<file path="src/rtl/menu_nav_pkg.sv">
package menu_nav_pkg;
  localparam int BYTE_W      = 8;
  localparam int HDR_LEN     = 12;
  localparam int KEY_CNT     = 4;
  localparam int KEY_DEF_LEN = 9;
  localparam int MENU_LEN    = 19;
  localparam int KEY_BASE    = HDR_LEN;
  localparam int MENU_BASE   = HDR_LEN + KEY_CNT * KEY_DEF_LEN;
  localparam int SCRIPT_LEN  = MENU_BASE + MENU_LEN;
  localparam int NAV_LEN     = 3;
  localparam int IDX_W       = $clog2(SCRIPT_LEN);

  localparam logic [BYTE_W-1:0] ESC_B      = 8'h1B;
  localparam logic [BYTE_W-1:0] KEY_FWD    = 8'h41;
  localparam logic [BYTE_W-1:0] KEY_ARM    = 8'h42;
  localparam logic [BYTE_W-1:0] KEY_BACK   = 8'h43;
  localparam logic [BYTE_W-1:0] NAV_OP     = 8'h4E;
  localparam logic [BYTE_W-1:0] NAV_FWD_OP = 8'h4E;
  localparam logic [BYTE_W-1:0] NAV_BCK_OP = 8'h50;

  typedef enum logic [1:0] {ST_INIT, ST_IDLE, ST_NAV} seq_state_t;
endpackage

</file>
<file path="src/rtl/menu_script_rom.sv">
module menu_script_rom
  import menu_nav_pkg::*;
#(
  parameter logic [BYTE_W-1:0] FONT_SEL = 8'h05,
  parameter logic [BYTE_W-1:0] MENU_X   = 8'h60,
  parameter logic [BYTE_W-1:0] MENU_Y   = 8'h30
) (
  input  logic [IDX_W-1:0]  idx,
  output logic [BYTE_W-1:0] byte_o
);
  logic [KEY_CNT-1:0] key_hit;
  logic [BYTE_W-1:0]  key_byte [KEY_CNT];
  logic [BYTE_W-1:0]  hdr_byte;
  logic [BYTE_W-1:0]  menu_byte;
  logic [4:0]         menu_rel;

  // one decoder per touch key; fields follow from the key index
  for (genvar k = 0; k < KEY_CNT; k++) begin : g_key
    localparam int BASE = KEY_BASE + k * KEY_DEF_LEN;
    logic [3:0] rel;
    assign rel        = 4'(idx - IDX_W'(BASE));
    assign key_hit[k] = (idx >= IDX_W'(BASE)) && (idx < IDX_W'(BASE + KEY_DEF_LEN));
    always_comb begin
      case (rel)
        4'd0:    key_byte[k] = ESC_B;
        4'd1:    key_byte[k] = 8'h54;
        4'd2:    key_byte[k] = 8'h48;
        4'd3:    key_byte[k] = 8'(1 + 3 * k);
        4'd4:    key_byte[k] = 8'(12 + 3 * k);
        4'd5:    key_byte[k] = 8'(65 + k);
        4'd6:    key_byte[k] = 8'h02;
        4'd7:    key_byte[k] = 8'(65 + k);
        default: key_byte[k] = 8'h00;
      endcase
    end
  end

  always_comb begin
    case (idx[3:0])
      4'd0:    hdr_byte = ESC_B;
      4'd1:    hdr_byte = 8'h46;
      4'd2:    hdr_byte = FONT_SEL;
      4'd3:    hdr_byte = 8'h02;
      4'd4:    hdr_byte = 8'h01;
      4'd5:    hdr_byte = ESC_B;
      4'd6:    hdr_byte = 8'h51;
      4'd7:    hdr_byte = 8'h43;
      4'd8:    hdr_byte = 8'h00;
      4'd9:    hdr_byte = ESC_B;
      4'd10:   hdr_byte = 8'h44;
      default: hdr_byte = 8'h4C;
    endcase
  end

  assign menu_rel = 5'(idx - IDX_W'(MENU_BASE));

  always_comb begin
    case (menu_rel)
      5'd0:    menu_byte = ESC_B;
      5'd1:    menu_byte = 8'h4E;
      5'd2:    menu_byte = 8'h48;
      5'd3:    menu_byte = MENU_X;
      5'd4:    menu_byte = MENU_Y;
      5'd5:    menu_byte = 8'h01;
      5'd6:    menu_byte = "A";
      5'd7:    menu_byte = "D";
      5'd8:    menu_byte = "D";
      5'd9:    menu_byte = 8'h7C;
      5'd10:   menu_byte = "O";
      5'd11:   menu_byte = "R";
      5'd12:   menu_byte = "T";
      5'd13:   menu_byte = 8'h7C;
      5'd14:   menu_byte = "T";
      5'd15:   menu_byte = "E";
      5'd16:   menu_byte = "S";
      5'd17:   menu_byte = "T";
      default: menu_byte = 8'h00;
    endcase
  end

  always_comb begin
    byte_o = 8'h00;
    if (idx < IDX_W'(HDR_LEN)) begin
      byte_o = hdr_byte;
    end else if (idx >= IDX_W'(MENU_BASE)) begin
      byte_o = menu_byte;
    end else begin
      for (int k = 0; k < KEY_CNT; k++) begin
        if (key_hit[k]) byte_o = key_byte[k];
      end
    end
  end
endmodule

</file>
<file path="src/rtl/menu_key_hold.sv">
module menu_key_hold
  import menu_nav_pkg::*;
(
  input  logic              clk,
  input  logic              rst_n,
  input  logic              rx_valid,
  input  logic [BYTE_W-1:0] rx_data,
  input  logic              accept_en,
  input  logic              take,
  output logic              pend_vld,
  output logic              fire_fwd,
  output logic              fire_back
);
  logic              vld_q, vld_d;
  logic [BYTE_W-1:0] code_q, code_d;
  logic              fwd_arm_q, fwd_arm_d;
  logic              bck_arm_q, bck_arm_d;
  logic              load, rearm, hold_en, arm_en;

  assign load  = rx_valid && accept_en && (!vld_q || take);
  assign rearm = take && (code_q == KEY_ARM);

  always_comb begin
    fire_fwd  = take && (code_q == KEY_FWD)  && fwd_arm_q;
    fire_back = take && (code_q == KEY_BACK) && bck_arm_q;
    vld_d     = load ? 1'b1 : (take ? 1'b0 : vld_q);
    code_d    = load ? rx_data : code_q;
    fwd_arm_d = rearm ? 1'b1 : (fire_fwd  ? 1'b0 : fwd_arm_q);
    bck_arm_d = rearm ? 1'b1 : (fire_back ? 1'b0 : bck_arm_q);
    hold_en   = load || take;
    arm_en    = rearm || fire_fwd || fire_back;
  end

  always_ff @(posedge clk or negedge rst_n) begin
    if (!rst_n) begin
      vld_q  <= 1'b0;
      code_q <= '0;
    end else if (hold_en) begin
      vld_q  <= vld_d;
      code_q <= code_d;
    end
  end

  always_ff @(posedge clk or negedge rst_n) begin
    if (!rst_n) begin
      fwd_arm_q <= 1'b1;
      bck_arm_q <= 1'b1;
    end else if (arm_en) begin
      fwd_arm_q <= fwd_arm_d;
      bck_arm_q <= bck_arm_d;
    end
  end

  assign pend_vld = vld_q;

  assert_fwd_once_R6: assert property (@(posedge clk) disable iff (!rst_n)
    fire_fwd |=> !fwd_arm_q) else $error("forward move still armed");
  assert_back_once_R7: assert property (@(posedge clk) disable iff (!rst_n)
    fire_back |=> !bck_arm_q) else $error("backward move still armed");
  assert_rearm_R8: assert property (@(posedge clk) disable iff (!rst_n)
    (take && code_q == KEY_ARM) |=> (fwd_arm_q && bck_arm_q)) else $error("rearm lost");
  assert_early_ignored_R10: assert property (@(posedge clk) disable iff (!rst_n)
    (!accept_en && !vld_q) |=> !vld_q) else $error("key latched during script");
  assert_hold_keeps_first_R11: assert property (@(posedge clk) disable iff (!rst_n)
    (vld_q && !take) |=> (vld_q && $stable(code_q))) else $error("held key overwritten");
endmodule

</file>
<file path="src/rtl/menu_tx_seq.sv">
module menu_tx_seq
  import menu_nav_pkg::*;
(
  input  logic             clk,
  input  logic             rst_n,
  input  logic             tx_ready,
  input  logic             pend_vld,
  input  logic             fire_fwd,
  input  logic             fire_back,
  output logic             tx_valid,
  output logic             init_done,
  output logic             pend_take,
  output logic             nav_active,
  output logic             nav_back,
  output logic [IDX_W-1:0] idx
);
  localparam logic [IDX_W-1:0] SCRIPT_LAST = IDX_W'(SCRIPT_LEN - 1);
  localparam logic [IDX_W-1:0] NAV_LAST    = IDX_W'(NAV_LEN - 1);

  seq_state_t       state_q, state_d;
  logic [IDX_W-1:0] idx_q, idx_d;
  logic             back_q, back_d;
  logic             step_en;

  always_comb begin
    state_d = state_q;
    idx_d   = idx_q;
    back_d  = back_q;
    case (state_q)
      ST_INIT: begin
        if (tx_ready) begin
          if (idx_q == SCRIPT_LAST) begin
            state_d = ST_IDLE;
            idx_d   = '0;
          end else begin
            idx_d = idx_q + 1'b1;
          end
        end
      end
      ST_IDLE: begin
        if (fire_fwd || fire_back) begin
          state_d = ST_NAV;
          idx_d   = '0;
          back_d  = fire_back;
        end
      end
      default: begin
        if (tx_ready) begin
          if (idx_q == NAV_LAST) begin
            state_d = ST_IDLE;
            idx_d   = '0;
          end else begin
            idx_d = idx_q + 1'b1;
          end
        end
      end
    endcase
    step_en = (state_d != state_q) || (idx_d != idx_q);
  end

  always_ff @(posedge clk or negedge rst_n) begin
    if (!rst_n) begin
      state_q <= ST_INIT;
      idx_q   <= '0;
      back_q  <= 1'b0;
    end else if (step_en) begin
      state_q <= state_d;
      idx_q   <= idx_d;
      back_q  <= back_d;
    end
  end

  assign tx_valid   = (state_q != ST_IDLE);
  assign init_done  = (state_q != ST_INIT);
  assign pend_take  = (state_q == ST_IDLE) && pend_vld;
  assign nav_active = (state_q == ST_NAV);
  assign nav_back   = back_q;
  assign idx        = idx_q;

  assert_script_end_R5: assert property (@(posedge clk) disable iff (!rst_n)
    (state_q == ST_INIT && idx_q == SCRIPT_LAST && tx_ready) |=> !tx_valid)
    else $error("script did not end quietly");
  assert_nav_three_R6: assert property (@(posedge clk) disable iff (!rst_n)
    (state_q == ST_NAV && idx_q == NAV_LAST && tx_ready) |=> (state_q == ST_IDLE))
    else $error("move length wrong");
  assert_stall_R9: assert property (@(posedge clk) disable iff (!rst_n)
    (tx_valid && !tx_ready) |=> $stable(idx_q)) else $error("advanced without handshake");
endmodule

</file>
<file path="src/rtl/menu_nav_ctrl.sv">
module menu_nav_ctrl
  import menu_nav_pkg::*;
#(
  parameter logic [7:0] FONT_SEL = 8'h05,
  parameter logic [7:0] MENU_X   = 8'h60,
  parameter logic [7:0] MENU_Y   = 8'h30
) (
  input  logic       clk,
  input  logic       rst_n,
  input  logic       rx_valid,
  input  logic [7:0] rx_data,
  input  logic       tx_ready,
  output logic       tx_valid,
  output logic [7:0] tx_data
);
  logic             init_done, pend_take, pend_vld;
  logic             fire_fwd, fire_back, nav_active, nav_back;
  logic [IDX_W-1:0] idx;
  logic [7:0]       script_byte, nav_byte;

  menu_key_hold u_hold (
    .clk       (clk),
    .rst_n     (rst_n),
    .rx_valid  (rx_valid),
    .rx_data   (rx_data),
    .accept_en (init_done),
    .take      (pend_take),
    .pend_vld  (pend_vld),
    .fire_fwd  (fire_fwd),
    .fire_back (fire_back)
  );

  menu_tx_seq u_seq (
    .clk        (clk),
    .rst_n      (rst_n),
    .tx_ready   (tx_ready),
    .pend_vld   (pend_vld),
    .fire_fwd   (fire_fwd),
    .fire_back  (fire_back),
    .tx_valid   (tx_valid),
    .init_done  (init_done),
    .pend_take  (pend_take),
    .nav_active (nav_active),
    .nav_back   (nav_back),
    .idx        (idx)
  );

  menu_script_rom #(
    .FONT_SEL (FONT_SEL),
    .MENU_X   (MENU_X),
    .MENU_Y   (MENU_Y)
  ) u_rom (
    .idx    (idx),
    .byte_o (script_byte)
  );

  always_comb begin
    case (idx[1:0])
      2'd0:    nav_byte = ESC_B;
      2'd1:    nav_byte = NAV_OP;
      default: nav_byte = nav_back ? NAV_BCK_OP : NAV_FWD_OP;
    endcase
  end

  assign tx_data = nav_active ? nav_byte : (init_done ? 8'h00 : script_byte);

  assert_hold_data_R9: assert property (@(posedge clk) disable iff (!rst_n)
    (tx_valid && !tx_ready) |=> (tx_valid && $stable(tx_data)))
    else $error("offered byte changed under stall");
endmodule

</file>
<file path="config.mk">
export PLATFORM = sky130hd
export DESIGN_NAME = menu_nav_ctrl
export DESIGN_NICKNAME = d
export VERILOG_FILES = /design/src/rtl/menu_nav_pkg.sv /design/src/rtl/menu_script_rom.sv /design/src/rtl/menu_key_hold.sv /design/src/rtl/menu_tx_seq.sv /design/src/rtl/menu_nav_ctrl.sv
export SDC_FILE = /design/constraint.sdc
export NUM_CORES = 1
export LEC_CHECK = 0
export ABC_AREA = 1
export BUFFER_PORTS_ARGS = -buffer_cell sky130_fd_sc_hd__buf_2
export CAP_MARGIN = 15
export CORE_AREA = 2 2 69 71
export CTS_CLUSTER_DIAMETER = 150
export CTS_CLUSTER_SIZE = 16
export DETAILED_ROUTE_END_ITERATION = 10
export DIE_AREA = 0 0 71 73
export GPL_ROUTABILITY_DRIVEN = 0
export PLACE_DENSITY = 0.72
export SLEW_MARGIN = 20
export SYNTH_ARGS = -nofsm -noshare
export SYNTH_HDL_FRONTEND = slang
export SYNTH_SLANG_ARGS = --single-unit
</file>
<file path="constraint.sdc">
create_clock -name clk -period 3 [get_ports clk]
set_input_delay 0.3 -clock clk [delete_from_list [all_inputs] [get_ports clk]]
set_output_delay 0.3 -clock clk [all_outputs]
set_load 0.05 [all_outputs]
</file>
==> load_flow_metrics.sql, run 1 <==
INSERT INTO impl_metrics (metric_group, metric, value, unit) VALUES
('timing', 'fmaxAchievable', '351', 'MHz'),
('setup_path', 'worstPathArrival', '2.55', 'ns'),
('logic_synthesis', 'synth_flop_cell', 'dfrtp_1', ''),
('global_route', 'grt_start_max_net_pins', '22', ''),
('timing', 'worst_margin_pin_slew', '0.495', 'ns'),
('cts', 'clkSlewWorstSetupHoldPaths', '0.08', 'ns'),
('timing', 'grt_setup_unrepaired', 'yes', ''),
('setup_path', 'path_cells', 'buf_4 -> ha_1 -> nor2_2 -> nand2_1 -> nor2_1 -> nand2_1 -> nand2_4 -> nand3_1 -> nand3_1 -> nand2_1 -> nand2_1 -> nand2_1 -> nand2_1 -> nand2_1 -> nand2_1 -> buf_2', ''),
('timing', 'finalHoldViolations', '0', ''),
('cts', 'worstSkewPairLatency', '0.27', 'ns'),
('power', 'p_leak', '1.31', 'nW'),
('routing', 'drt_pass1_iterations', '8', ''),
('logic_synthesis', 'ys_top_cells_by_area', 'dfrtp_1 (20%), nand2_1 (18%), ha_1 (9.7%)', ''),
('cts', 'clock-sinks', '21', ''),
('cts', 'clock_tree.root_cell', 'clkbuf_8', ''),
('status', 'outcome', 'finished clean', ''),
('final_layout', 'n_fill_cell', '452', ''),
('floorplan', 'core_region_area', '0.00454', 'mm²'),
('routing', 'viasPerCell', '5.77', ''),
('setup_path', 'cp_data_required_time', '2.70', 'ns'),
('floorplan', 'rows', '25', ''),
('routing', 'detailedRoute.firstIterationViolations', '313', ''),
('setup_path', 'worst-path-buf-inv', '2', ''),
('power', 'worst_ir_drop_vdd', '0.000518', 'V'),
('setup_path', 'critical_path.top_delay_family', 'simple AND/OR/NAND/NOR gates', ''),
('routing', 'avgRoutedWirePerCell', '14.9', 'µm'),
('floorplan', 'die_area', '0.00518', 'mm²'),
('setup_path', 'worst_path_largest_cell_delay', '0.41', 'ns'),
('logic_synthesis', 'netlist.top_cell.by_area', 'dfrtp_1', ''),
('floorplan', 'chipWidth', '71', 'µm'),
('timing', 'max-slew-margin-rel', '0.669', ''),
('placed_design', 'dp_hpwl', '5140', 'µm'),
('cts', 'post-cts-setup-buffer-count', '0', ''),
('final_layout', 'multiInputGateArea', '0.00160', 'mm²'),
('power', 'total_power_consumption_of_the_routed_design', '2.73', 'mW'),
('cts', 'cts_max_path_buffers', '2', ''),
('final_layout', 'layout.cells.most_common_list', 'nand2_1 (109), nor2_1 (40), inv_1 (34)', ''),
('final_layout', 'share_of_layout_cells_above_drive_strength_1', '0.159', ''),
('setup_path', 'critical-path-slowest-cell', 'dfrtp_1', ''),
('logic_synthesis', 'synth_async_sr_flop_share', '1.00', ''),
('final_layout', 'antennaDiodeCount', '0', ''),
('global_route', 'first_global_vias', '2262', ''),
('setup_path', 'setup.worst_path.class', 'reg2out', ''),
('global_route', 'grt_antenna_before_repair', '0', ''),
('floorplan', 'io_pins', '21', ''),
('power', 'power_density', '1060', 'mW/mm²'),
('cts', 'cts-buffers-inserted', '3', ''),
('routing', 'routed_wl', '6640', 'µm'),
('routing', 'vias_after_detailed_routing', '2566', ''),
('logic_synthesis', 'syn-num-nets', '397', ''),
('final_layout', 'synthToLayoutAreaGrowth', '10.7', '%'),
('logic_synthesis', 'synth_top_area_frac', '0.204', ''),
('timing', 'period_minus_slack', '2.85', 'ns'),
('routing', 'drc', '0', ''),
('placed_design', 'post-place-ws', '0.425', 'ns'),
('hold_path', 'min-delay-path-class', 'in2reg', ''),
('logic_synthesis', 'synth.ff_latch_count', '21', ''),
('floorplan', 'die_height', '73', 'µm'),
('setup_path', 'setup.worst_path.start_class', 'flop', ''),
('timing', 'final.setup.tns', '0', 'ns'),
('final_layout', 'layout.area.seq', '529', 'µm²'),
('timing', 'finClkSkew', '0.00348', 'ns'),
('job', 'max_cap_viol_count', '0', ''),
('cts', 'htreeDepth', '1', ''),
('logic_synthesis', 'mappedNetlistArea', '0.00233', 'mm²'),
('global_route', 'global_route.overflow_total', '0', ''),
('placed_design', 'place.port_buffers', '19', ''),
('final_layout', 'nNetsFinal', '422', ''),
('setup_path', 'crit_path_end_kind', 'primary output', ''),
('logic_synthesis', 'ys_seq_area_frac', '0.227', ''),
('logic_synthesis', 'ys_warn_count', '0', '');
synthesized netlist by cell type, types with 2 or more instances:
cell type,instances
nor2_2,6
nor3_1,7
nor2_1,40
buf_6,3
o22ai_1,3
inv_1,34
buf_2,4
nand4_1,4
nand2_1,109
ha_1,18
clkinv_1,3
o31ai_1,4
o21ai_0,24
dfstp_2,2
mux2_2,3
nand3_2,2
mux2_4,3
a211oi_1,5
nand3_1,24
inv_2,5
dfrtp_1,19
a21oi_1,26
nor2_4,2
flip-flops by register name, indices dropped and copies added, names as in the netlist:
signal,count
u_hold.bck_arm_q,1
u_hold.code_q,8
u_hold.fwd_arm_q,1
u_hold.pend_vld,1
u_seq.idx,7
u_seq.nav_back,1
u_seq.state_q,2
routing by layer:
| layer | up-vias | wire length [µm] |
|---|---|---|
| met5 | - | 0 |
| met4 | 0 | 148 |
| li1 | 1260 | - |
| met3 | 17 | 449 |
| met2 | 133 | 3230 |
| met1 | 1156 | 2810 |
cell families (layout without fill, tap and decap cells):
logic type | after synthesis | in the layout | share of synthesized area
compound gates | 70 | 70 | 0.172
mux | 6 | 6 | 0.0339
simple gates | 200 | 200 | 0.372
xor+xnor | 1 | 1 | 0.00376
other cells | 1 | 1 | 0.00161
flops | 21 | 21 | 0.227
buf+inv | 50 | 74 | 0.0941
fa+ha+maj | 18 | 18 | 0.0968
metrics by stage:
step                hold WS, ns  cells   util  instance area (µm²)
floorplan               0.00441    367      -                 2330
global placement          0.280    440  0.549                 2490
detailed placement        0.281    440  0.549                 2490
CTS                       0.251    445  0.561                 2540
global route              0.250    445  0.568                 2580
finish                    0.254    445  0.568                 2580
where the power goes:
group          total (mW)  internal, mW  switching [mW]
combinational        2.01         0.647            1.36
clock               0.192        0.0929          0.0988
sequential          0.523         0.397           0.126
worst register-to-register path, cell delays in order (launching register included):
cell and delay, ns:
dfrtp_2 0.49, inv_1 0.18, buf_4 0.20, ha_1 0.24, nand2_1 0.12, nor2_1 0.09, nand3_1 0.08, o21ai_0 0.30
nand2_1 0.15, nand3_1 0.16, a211oi_1 0.09
cell type report:
class / instances / share of cell area
clock buffer: 3 / 0.0160
timing repair buffer: 28 / 0.0665
sequential: 21 / 0.205
inverter: 42 / 0.0627
tap: 54 / 0.0262
multi-input combinational: 296 / 0.621
clock inverter: 1 / 0.00194
repair_timing:
| action | in CTS | in global routing |
|---|---|---|
| setup endpoints to repair | 0 | 4 |
| hold endpoints to repair | 19 | 0 |
| hold buffers | 1 | 0 |
| gates resized for setup | 0 | 7 |
worst paths after layout:
kind / cells after the start / endpoint / from / slack [ns]
max: 16 / tx_data[2] / u_seq.idx[1]$_DFFE_PN0P_ / 0.15
min: 2 / u_hold.code_q[2]$_DFFE_PN0P_ / rx_data[2] / 0.25
max reg2reg: 10 / u_seq.idx[1]$_DFFE_PN0P_ / u_seq.idx[0]$_DFFE_PN0P_ / 0.74
min reg2reg: 2 / u_hold.fwd_arm_q$_DFFE_PN1P_ / u_hold.fwd_arm_q$_DFFE_PN1P_ / 0.46
max in group asynchronous: 2 / u_seq.idx[0]$_DFFE_PN0P_ / rst_n / 2.14
min in group asynchronous: 2 / u_hold.code_q[2]$_DFFE_PN0P_ / rst_n / 0.51
Power figures use the tool's default switching activity.
==> run 2: changes to the inputs <==
--- a/config.mk
+++ b/config.mk
@@ -8,14 +8,15 @@
 export ABC_AREA = 1
 export BUFFER_PORTS_ARGS = -buffer_cell sky130_fd_sc_hd__buf_2
 export CAP_MARGIN = 15
-export CORE_AREA = 2 2 69 71
+export CORE_AREA = 2 2 73 75
 export CTS_CLUSTER_DIAMETER = 150
 export CTS_CLUSTER_SIZE = 16
 export DETAILED_ROUTE_END_ITERATION = 10
-export DIE_AREA = 0 0 71 73
+export DIE_AREA = 0 0 75 77
 export GPL_ROUTABILITY_DRIVEN = 0
-export PLACE_DENSITY = 0.72
+export PLACE_DENSITY = 0.73
 export SLEW_MARGIN = 20
 export SYNTH_ARGS = -nofsm -noshare
 export SYNTH_HDL_FRONTEND = slang
+export SYNTH_HIERARCHICAL = 1
 export SYNTH_SLANG_ARGS = --single-unit
==> run 2 against run 1 <==
Net effect: the run now ends with negative hold slack left; combinational power fell by 61%; cell area rose by 12%; synthesized cell count rose by 16%; global-route usage fell by 0.83 points; worst setup slack improved by 0.040 ns; critical path depth did not move; critical path type unchanged; critical endpoint is now tx_data[4]; largest cell class unchanged.
==> load_flow_metrics.sql, run 2 <==
INSERT INTO impl_metrics (metric_group, metric, value, unit) VALUES
('status', 'outcome', 'complete, but fails checks', ''),
('status', 'violations_in_the_final_reports', 'negative hold slack', ''),
('routing', 'vias_after_detailed_routing', '2719', ''),
('global_route', 'global_route.overflow_total', '0', ''),
('global_route', 'grt_first_pass_wirelength', '11700', 'µm'),
('power', 'power_frac_clock', '0.134', ''),
('logic_synthesis', 'synth_async_sr_flop_share', '1.00', ''),
('routing', 'detail-route-antenna-nets', '0', ''),
('final_layout', 'layout.cells.most_common', 'nand2_1', ''),
('setup_path', 'setup.worst_path.start_class', 'flop', ''),
('global_route', 'first_global_vias', '2521', ''),
('logic_synthesis', 'synth_top_area_frac', '0.178', ''),
('floorplan', 'core_region_area', '0.00498', 'mm²'),
('routing', 'viasPerCell', '5.27', ''),
('power', 'power_density', '473', 'mW/mm²'),
('timing', 'final.setup.tns', '0', 'ns'),
('floorplan', 'rows', '26', ''),
('final_layout', 'nNetsFinal', '481', ''),
('logic_synthesis', 'netlist.top_cell.by_area', 'dfrtp_1', ''),
('final_layout', 'layout.cells.most_common_list', 'nand2_1 (115), nor2_1 (53), inv_1 (47)', ''),
('setup_path', 'cp_data_required_time', '2.70', 'ns'),
('setup_path', 'crit_path_max_fanout', '6', ''),
('final_layout', 'share_of_layout_cells_above_drive_strength_1', '0.186', ''),
('global_route', 'track_usage', '0.253', ''),
('cts', 'cts.repair.resized', '0', ''),
('power', 'share_seq_of_total_power', '0.297', ''),
('logic_synthesis', 'yosys.cell_types.count', '39', ''),
('logic_synthesis', 'ranking_of_synthesized_cells_by_instance_count', 'nand2_1 (115), nor2_1 (53), inv_1 (47)', ''),
('logic_synthesis', 'syn-num-nets', '460', ''),
('timing', 'period_minus_slack', '2.81', 'ns'),
('timing', 'fmaxAchievable', '356', 'MHz'),
('logic_synthesis', 'ys_seq_area_frac', '0.198', ''),
('floorplan', 'chipWidth', '75', 'µm'),
('logic_synthesis', 'post_synthesis_cells', '426', ''),
('placed_design', 'dp_hpwl', '5140', 'µm'),
('setup_path', 'setup.worst_path.class', 'reg2out', ''),
('logic_synthesis', 'synth_flop_cell', 'dfrtp_1', ''),
('routing', 'avgRoutedWirePerCell', '12.8', 'µm'),
('timing', 'finalHoldViolations', '18', ''),
('power', 'switching_power', '0.649', 'mW'),
('logic_synthesis', 'mappedNetlistArea', '0.00267', 'mm²'),
('final_layout', 'flip_flop_count_of_the_largest_register_all_copies_and_words_added', '8', ''),
('global_route', 'grt_start_max_net_pins', '22', ''),
('final_layout', 'final_cell_count_no_fill', '516', ''),
('timing', 'max_slew_violation_count', '0', ''),
('cts', 'clock_tree_from_tritoncts', 'yes', ''),
('floorplan', 'start_util', '0.537', ''),
('logic_synthesis', 'post-synth-top-count-cell', 'nand2_1', ''),
('global_route', 'grt_antenna_before_repair', '0', ''),
('power', 'worst_ir_drop_vdd', '0.000393', 'V'),
('cts', 'clock_tree.root_cell', 'clkbuf_8', ''),
('cts', 'worstSkewPairLatency', '0.25', 'ns'),
('hold_path', 'min-delay-path-class', 'in2async', ''),
('logic_synthesis', 'number_of_flops_mapped_to_enable_cells_by_yosys', '0', ''),
('setup_path', 'crit_path_end_kind', 'primary output', ''),
('placed_design', 'post-place-ws', '0.370', 'ns'),
('logic_synthesis', 'syn-mean-instance-area', '6.27', 'µm²'),
('power', 'comb_power_share', '0.569', ''),
('timing', 'max-slew-margin-rel', '0.410', ''),
('logic_synthesis', 'synth.ff_latch_count', '21', ''),
('timing', 'finClkSkew', '0.00261', 'ns'),
('routing', 'detailedRoute.firstIterationViolations', '257', ''),
('placed_design', 'dp.cells', '512', ''),
('timing', 'layout_setup_ws', '0.190', 'ns'),
('floorplan', 'die_height', '77', 'µm'),
('logic_synthesis', 'ys_warn_count', '6', ''),
('final_layout', 'max_flop_register', 'u_hold/code_q', ''),
('power', 'cell_internal_pwr', '0.718', 'mW'),
('cts', 'post-cts-setup-buffer-count', '0', ''),
('cts', 'clkSlewWorstSetupHoldPaths', '0.08', 'ns'),
('cts', 'cts_max_path_buffers', '2', ''),
('cts', 'cts_hold_buf', '0', ''),
('floorplan', 'io_pins', '21', ''),
('routing', 'drt_pass1_iterations', '5', ''),
('cts', 'htreeDepth', '1', ''),
('setup_path', 'worstPathArrival', '2.51', 'ns'),
('placed_design', 'place.port_buffers', '19', ''),
('timing', 'grt_setup_unrepaired', 'yes', ''),
('timing', 'worst_margin_pin_slew', '0.882', 'ns'),
('timing', 'min_period_over_period', '0.937', ''),
('routing', 'routed_wl', '6630', 'µm'),
('final_layout', 'finish.utilization', '0.581', ''),
('final_layout', 'antennaDiodeCount', '0', ''),
('power', 'p_leak', '1.52', 'nW'),
('power', 'power.switching_fraction', '0.474', ''),
('floorplan', 'die_area', '0.00578', 'mm²'),
('cts', 'cts-buffers-inserted', '3', ''),
('timing', 'worst_hold_slack', '-0.00426', 'ns'),
('cts', 'clock-sinks', '21', ''),
('routing', 'drc', '0', ''),
('final_layout', 'synthToLayoutAreaGrowth', '8.15', '%'),
('timing', 'report.final.setup_viol', '0', ''),
('logic_synthesis', 'ys_top_cells_by_area', 'dfrtp_1 (18%), nand2_1 (16%), ha_1 (10%)', ''),
('job', 'max_cap_viol_count', '0', '');
## run 2: changes by cell type after synthesis, sizes merged, moves of 4 or more
cell    delta
nand2     +16
nor2      +15
ha         +4
o21ai     +10
mux2       -6
o211ai     +5
nor3       -4
nand3     +10
inv       +15
o31ai      -4
## run 2: power groups by stage
| stage | Clock, mW | Sequential, mW | Combinational (mW) |
|---|---|---|---|
| 3_3_place_gp | 0 | 0.408 | 0.758 |
| 6_report | 0.183 | 0.407 | 0.777 |
| 4_1_cts | 0.189 | 0.406 | 0.768 |
| 5_1_grt | 0.204 | 0.416 | 0.885 |
| 2_1_floorplan | 0 | 0.404 | 0.619 |
| 3_5_place_dp | 0 | 0.411 | 0.765 |
## run 2: worst paths after layout
path | slack [ns] | end | depth (start not counted) | start
max reg2reg | 1.13 | u_seq/idx[3]$_DFFE_PN0P_ | 12 | u_seq/state_q[1]$_DFFE_PN0P_
max in group asynchronous | 2.65 | u_seq/idx[2]$_DFFE_PN0P_ | 1 | rst_n
min in group clk | 0.28 | u_hold/code_q[7]$_DFFE_PN0P_ | 3 | rx_data[7]
min reg2reg | 0.47 | u_hold/fwd_arm_q$_DFFE_PN1P_ | 2 | u_hold/fwd_arm_q$_DFFE_PN1P_
min | -0.004 | u_hold/code_q[4]$_DFFE_PN0P_ | 1 | rst_n
max | 0.19 | tx_data[4] | 16 | u_seq/idx[1]$_DFFE_PN0P_
## run 2: worst max-delay path, stage by stage (launching register included)
cell and delay (ns):
dfrtp_1 0.38, inv_1 0.14, buf_4 0.19, ha_1 0.20, nand2_1 0.08, nand2_1 0.11, o211ai_1 0.19, nor2_1 0.19
nand2_1 0.07, nand3_1 0.09, nand2_1 0.08, nand2_1 0.07, nand2_1 0.05, nand2_1 0.05, nand3_1 0.07, nand2_1 0.07
clkbuf_4 0.22
## run 2: cell type report
cell class | instances | area [µm²]
Clock buffer | 3 | 41.3
Clock inverter | 1 | 5.00
Fill cell | 506 | 2090
Inverter | 57 | 229
Multi-Input combinational cell | 336 | 1820
Sequential cell | 21 | 529
Tap cell | 70 | 87.6
Timing Repair Buffer | 28 | 174
## run 2: layer usage
layer  track usage  share of wire
met4        0.0839          0.024
met3        0.0171          0.049
met5             0              0
met2         0.417           0.48
met1         0.346           0.45
## run 2: stage by stage
stage	area [µm²]	power [mW]
after floorplan	2670	1.02
after global placement	2830	1.17
after detailed placement	2830	1.18
after CTS	2880	1.36
after global routing	2890	1.50
final	2890	1.37
## run 2: logic make-up (layout without fill, tap and decap cells)
logic type,count (synthesis),count (layout),synth area share
and+or+nand+nor,237,237,0.398
AOI/OAI and AO/OA,73,73,0.170
buffers and inverters,69,89,0.120
adders and majority gates,22,22,0.103
DFF,21,21,0.198
xor gates and xnor gates,3,3,0.00983
other,1,1,0.00140
==> run 3: changes to the inputs <==
--- a/config.mk
+++ b/config.mk
@@ -5,16 +5,17 @@
 export SDC_FILE = /design/constraint.sdc
 export NUM_CORES = 1
 export LEC_CHECK = 0
-export ABC_AREA = 1
-export BUFFER_PORTS_ARGS = -buffer_cell sky130_fd_sc_hd__buf_2
+export ABC_AREA = 0
+export BUFFER_PORTS_ARGS = -buffer_cell sky130_fd_sc_hd__buf_4
 export CAP_MARGIN = 15
-export CORE_AREA = 2 2 73 75
+export CORE_AREA = 2 2 72 74
 export CTS_CLUSTER_DIAMETER = 150
 export CTS_CLUSTER_SIZE = 16
 export DETAILED_ROUTE_END_ITERATION = 10
-export DIE_AREA = 0 0 75 77
+export DIE_AREA = 0 0 74 76
 export GPL_ROUTABILITY_DRIVEN = 0
-export PLACE_DENSITY = 0.73
+export PLACE_DENSITY = 0.72
+export REMOVE_ABC_BUFFERS = 1
 export SLEW_MARGIN = 20
 export SYNTH_ARGS = -nofsm -noshare
 export SYNTH_HDL_FRONTEND = slang
==> run 3 against run 2 <==
Net effect: the flow now finishes without violations; clock skew fell by 0.00078 ns; critical path depth fell by 6; worst hold slack gained 0.27 ns; power rose by 100%; worst setup slack worse by 0.11 ns; final cell count down 21%; non-clock buffer count up 19; register-to-register slack lost 0.35 ns; clock power grew 4%; combinational power grew to 2.7 times the previous value; maximum frequency down 3.6%; cell area rose by 5.9%.
==> load_flow_metrics.sql, run 3 <==
INSERT INTO impl_metrics (metric_group, metric, value, unit) VALUES
('status', 'outcome', 'finished clean', ''),
('logic_synthesis', 'synth_flop_cell', 'dfrtp_1', ''),
('cts', 'clkSlewWorstSetupHoldPaths', '0.08', 'ns'),
('logic_synthesis', 'synth_async_sr_flop_share', '1.00', ''),
('timing', 'report.final.setup_viol', '0', ''),
('power', 'power_density', '905', 'mW/mm²'),
('setup_path', 'worst_path_largest_cell_delay', '0.44', 'ns'),
('setup_path', 'critical_path.top_delay_family', 'compound AO/OA/AOI/OAI gates', ''),
('routing', 'detailedRoute.firstIterationViolations', '293', ''),
('routing', 'm1_wl', '2980', 'µm'),
('setup_path', 'cp-startpoint', 'u_seq/idx[2]$_DFFE_PN0P_', ''),
('routing', 'routed_wl', '6980', 'µm'),
('power', 'share_seq_of_total_power', '0.178', ''),
('power', 'total_power_consumption_of_the_routed_design', '2.77', 'mW'),
('cts', 'worstSkewPairLatency', '0.26', 'ns'),
('cts', 'htreeDepth', '1', ''),
('logic_synthesis', 'synth_top_area_frac', '0.185', ''),
('final_layout', 'antennaDiodeCount', '0', ''),
('logic_synthesis', 'number_of_flops_mapped_to_enable_cells_by_yosys', '0', ''),
('cts', 'cts-buffers-inserted', '3', ''),
('routing', 'drc', '0', ''),
('setup_path', 'setup.worst_path.start_class', 'flop', ''),
('cts', 'clock_tree.root_cell', 'clkbuf_8', ''),
('logic_synthesis', 'ys_top_cells_by_area', 'dfrtp_1 (18%), ha_1 (11%), o21ai_0 (6.2%)', ''),
('power', 'switching_power', '1.39', 'mW'),
('logic_synthesis', 'ranking_of_synthesized_cells_by_instance_count', 'o21ai_0 (32), nor2_1 (25), ha_1 (22)', ''),
('logic_synthesis', 'netlist.top_cell.by_area', 'dfrtp_1', ''),
('cts', 'cts_max_path_buffers', '2', ''),
('final_layout', 'flip_flop_count_of_the_largest_register_all_copies_and_words_added', '8', ''),
('floorplan', 'io_pins', '21', ''),
('setup_path', 'r2r_worst_path_depth', '8', ''),
('power', 'cell_internal_pwr', '1.38', 'mW'),
('global_route', 'grt_antenna_before_repair', '0', ''),
('placed_design', 'place.port_buffers', '19', ''),
('routing', 'detailroute.wirelength.met2', '3420', 'µm'),
('power', 'power.switching_fraction', '0.502', ''),
('hold_path', 'worstHoldPathCells', '2', ''),
('setup_path', 'rr_startpoint', 'u_seq/state_q[1]$_DFFE_PN0P_', ''),
('timing', 'worst_margin_pin_slew', '0.514', 'ns'),
('global_route', 'track_usage', '0.249', ''),
('floorplan', 'start_util', '0.523', ''),
('final_layout', 'max_flop_register', 'u_hold/code_q', ''),
('setup_path', 'worst_reg2reg_setup_slack', '0.78', 'ns'),
('logic_synthesis', 'synth.ff_latch_count', '21', ''),
('hold_path', 'hold_end', 'u_hold/code_q[5]$_DFFE_PN0P_', ''),
('logic_synthesis', 'post_synthesis_cells', '302', ''),
('global_route', 'first_global_vias', '2275', ''),
('timing', 'finClkSkew', '0.00183', 'ns'),
('logic_synthesis', 'mappedNetlistArea', '0.00257', 'mm²'),
('timing', 'finalHoldViolations', '0', ''),
('final_layout', 'nNetsFinal', '373', ''),
('logic_synthesis', 'ys_seq_area_frac', '0.205', ''),
('power', 'power_frac_clock', '0.069', ''),
('global_route', 'grt_start_max_net_pins', '27', ''),
('timing', 'max-slew-margin-rel', '0.657', ''),
('routing', 'top_layer_used', 'met4', ''),
('floorplan', 'core_region_area', '0.00491', 'mm²'),
('floorplan', 'die_area', '0.00562', 'mm²'),
('final_layout', 'share_of_layout_cells_above_drive_strength_1', '0.305', ''),
('timing', 'fmaxAchievable', '343', 'MHz'),
('floorplan', 'die_height', '76', 'µm'),
('placed_design', 'dp_hpwl', '5090', 'µm'),
('setup_path', 'cell_repeated_most_along_the_worst_path', 'buf_4', ''),
('power', 'p_leak', '1.31', 'nW'),
('final_layout', 'synthToLayoutAreaGrowth', '19.1', '%'),
('routing', 'avgRoutedWirePerCell', '17.1', 'µm'),
('timing', 'grt_setup_unrepaired', 'no', ''),
('logic_synthesis', 'yosys.cell_types.count', '78', ''),
('power', 'comb_power_share', '0.753', ''),
('routing', 'viasPerCell', '6.12', ''),
('setup_path', 'cp_data_required_time', '2.70', 'ns'),
('floorplan', 'rows', '26', ''),
('timing', 'min_period_over_period', '0.972', ''),
('final_layout', 'finish.utilization', '0.623', ''),
('global_route', 'grt_first_pass_wirelength', '11200', 'µm'),
('hold_path', 'min-delay-path-class', 'in2reg', ''),
('routing', 'drt_pass1_iterations', '5', ''),
('power', 'worst_ir_drop_vdd', '0.000677', 'V'),
('setup_path', 'r2r-end', 'u_seq/nav_back$_DFFE_PN0P_', ''),
('hold_path', 'hold_path_startpoint', 'rx_data[5]', ''),
('final_layout', 'layout.cells.most_common', 'buf_4', ''),
('final_layout', 'layout.cells.most_common_list', 'buf_4 (44), o21ai_0 (32), nor2_1 (25)', ''),
('setup_path', 'path_cells', 'buf_4 -> buf_4 -> ha_1 -> nand3_1 -> nand2_1 -> a21oi_1 -> a221oi_1 -> o21ai_1 -> a22o_1 -> buf_4', ''),
('job', 'max_cap_viol_count', '0', ''),
('setup_path', 'worstPathArrival', '2.61', 'ns'),
('floorplan', 'chipWidth', '74', 'µm'),
('timing', 'max_slew_violation_count', '0', ''),
('logic_synthesis', 'post-synth-top-count-cell', 'o21ai_0', ''),
('cts', 'clock_tree_from_tritoncts', 'yes', ''),
('global_route', 'global_route.overflow_total', '0', ''),
('setup_path', 'crit_path_end_kind', 'primary output', ''),
('setup_path', 'crit_path_max_fanout', '9', ''),
('setup_path', 'setup.worst_path.class', 'reg2out', ''),
('timing', 'period_minus_slack', '2.91', 'ns'),
('logic_synthesis', 'ys_warn_count', '6', ''),
('routing', 'detail-route-antenna-nets', '0', ''),
('setup_path', 'critical-path-slowest-cell', 'dfrtp_2', ''),
('logic_synthesis', 'syn-mean-instance-area', '8.51', 'µm²'),
('setup_path', 'worst-path-buf-inv', '3', ''),
('cts', 'clock-sinks', '21', ''),
('routing', 'vias_after_detailed_routing', '2495', ''),
('routing', 'met3_length', '416', 'µm');
-- run 3: cell types whose count changed in the layout (fill, tap and decap cells not counted), moves of 10 or more --
cell,previous run,this run
inv_1,47,9
mux2i_1,0,10
nand2_1,115,21
nor2_1,53,25
buf_2,16,0
nand3_1,34,7
buf_4,9,44
-- run 3: how the worst max path moves through the flow --
stage	endpoint	slack (ns)	depth (start not counted)
2_1_floorplan	tx_data[6]	-0.24	9
3_3_place_gp	tx_data[0]	0.23	9
3_5_place_dp	tx_data[0]	0.23	8
4_1_cts	tx_data[0]	0.01	8
5_1_grt	tx_data[1]	0.00003	9
6_report	tx_data[4]	0.09	10
-- run 3: metrics by stage --
step | hold slack, ns | area [µm²] | TNS [ns] | setup slack, ns | cells
finish | 0.265 | 3060 | 0 | 0.0851 | 408
global route | 0.272 | 3060 | 0 | 0.0000271 | 408
CTS | 0.265 | 2930 | 0 | 0.00952 | 401
detailed placement | 0.201 | 2850 | 0 | 0.235 | 396
global placement | 0.198 | 2850 | 0 | 0.226 | 396
floorplan | 0.00441 | 2460 | -0.396 | -0.236 | 287
-- run 3: cell type report --
cell class | instances | area [µm²]
Multi-Input combinational cell | 252 | 1960
Fill cell | 422 | 1850
Sequential cell | 21 | 532
Timing Repair Buffer | 47 | 372
Tap cell | 70 | 87.6
Inverter | 14 | 65.1
Clock buffer | 3 | 41.3
Clock inverter | 1 | 7.51
-- run 3: power groups by stage --
stage / sequential [mW] / combinational [mW] / clock [mW]
finish: 0.493 / 2.09 / 0.191
global route: 0.508 / 2.27 / 0.204
CTS: 0.487 / 1.92 / 0.192
detailed placement: 0.490 / 1.90 / 0
global placement: 0.482 / 1.87 / 0
floorplan: 0.552 / 1.30 / 0
-- run 3: logic make-up after synthesis --
kind of cell    Yosys count  synth area share
mux                      20            0.0871
compound gates          105             0.287
flops                    21             0.205
simple gates            100             0.229
xor+xnor                  4            0.0165
buf+inv                  29            0.0672
other cells               1           0.00146
fa+ha+maj                22             0.107
-- run 3: per-layer routing --
| layer | up-vias | global-route usage |
|---|---|---|
| met5 | - | 0 |
| met4 | 0 | 0.0855 |
| met3 | 19 | 0.0225 |
| met2 | 108 | 0.387 |
| met1 | 1181 | 0.360 |
| li1 | 1187 | - |
-- run 3: timing repair --
| action | in CTS | in global routing |
|---|---|---|
| hold buffers | 1 | 0 |
| endpoints found under the setup margin | 4 | 6 |
| setup buffers | 0 | 7 |
| hold endpoints to repair | 19 | 0 |
| pin swaps | 0 | 2 |
| gates resized for setup | 6 | 18 |
-- run 3: worst register-to-register path, cell delays in order, from the launching register on --
cell	delay [ns]
dfrtp_1	0.46
nor2b_2	0.13
buf_4	0.18
and2_1	0.24
nand4_1	0.18
nor2_1	0.29
nor2_1	0.14
nor2_4	0.16
mux2_1	0.33
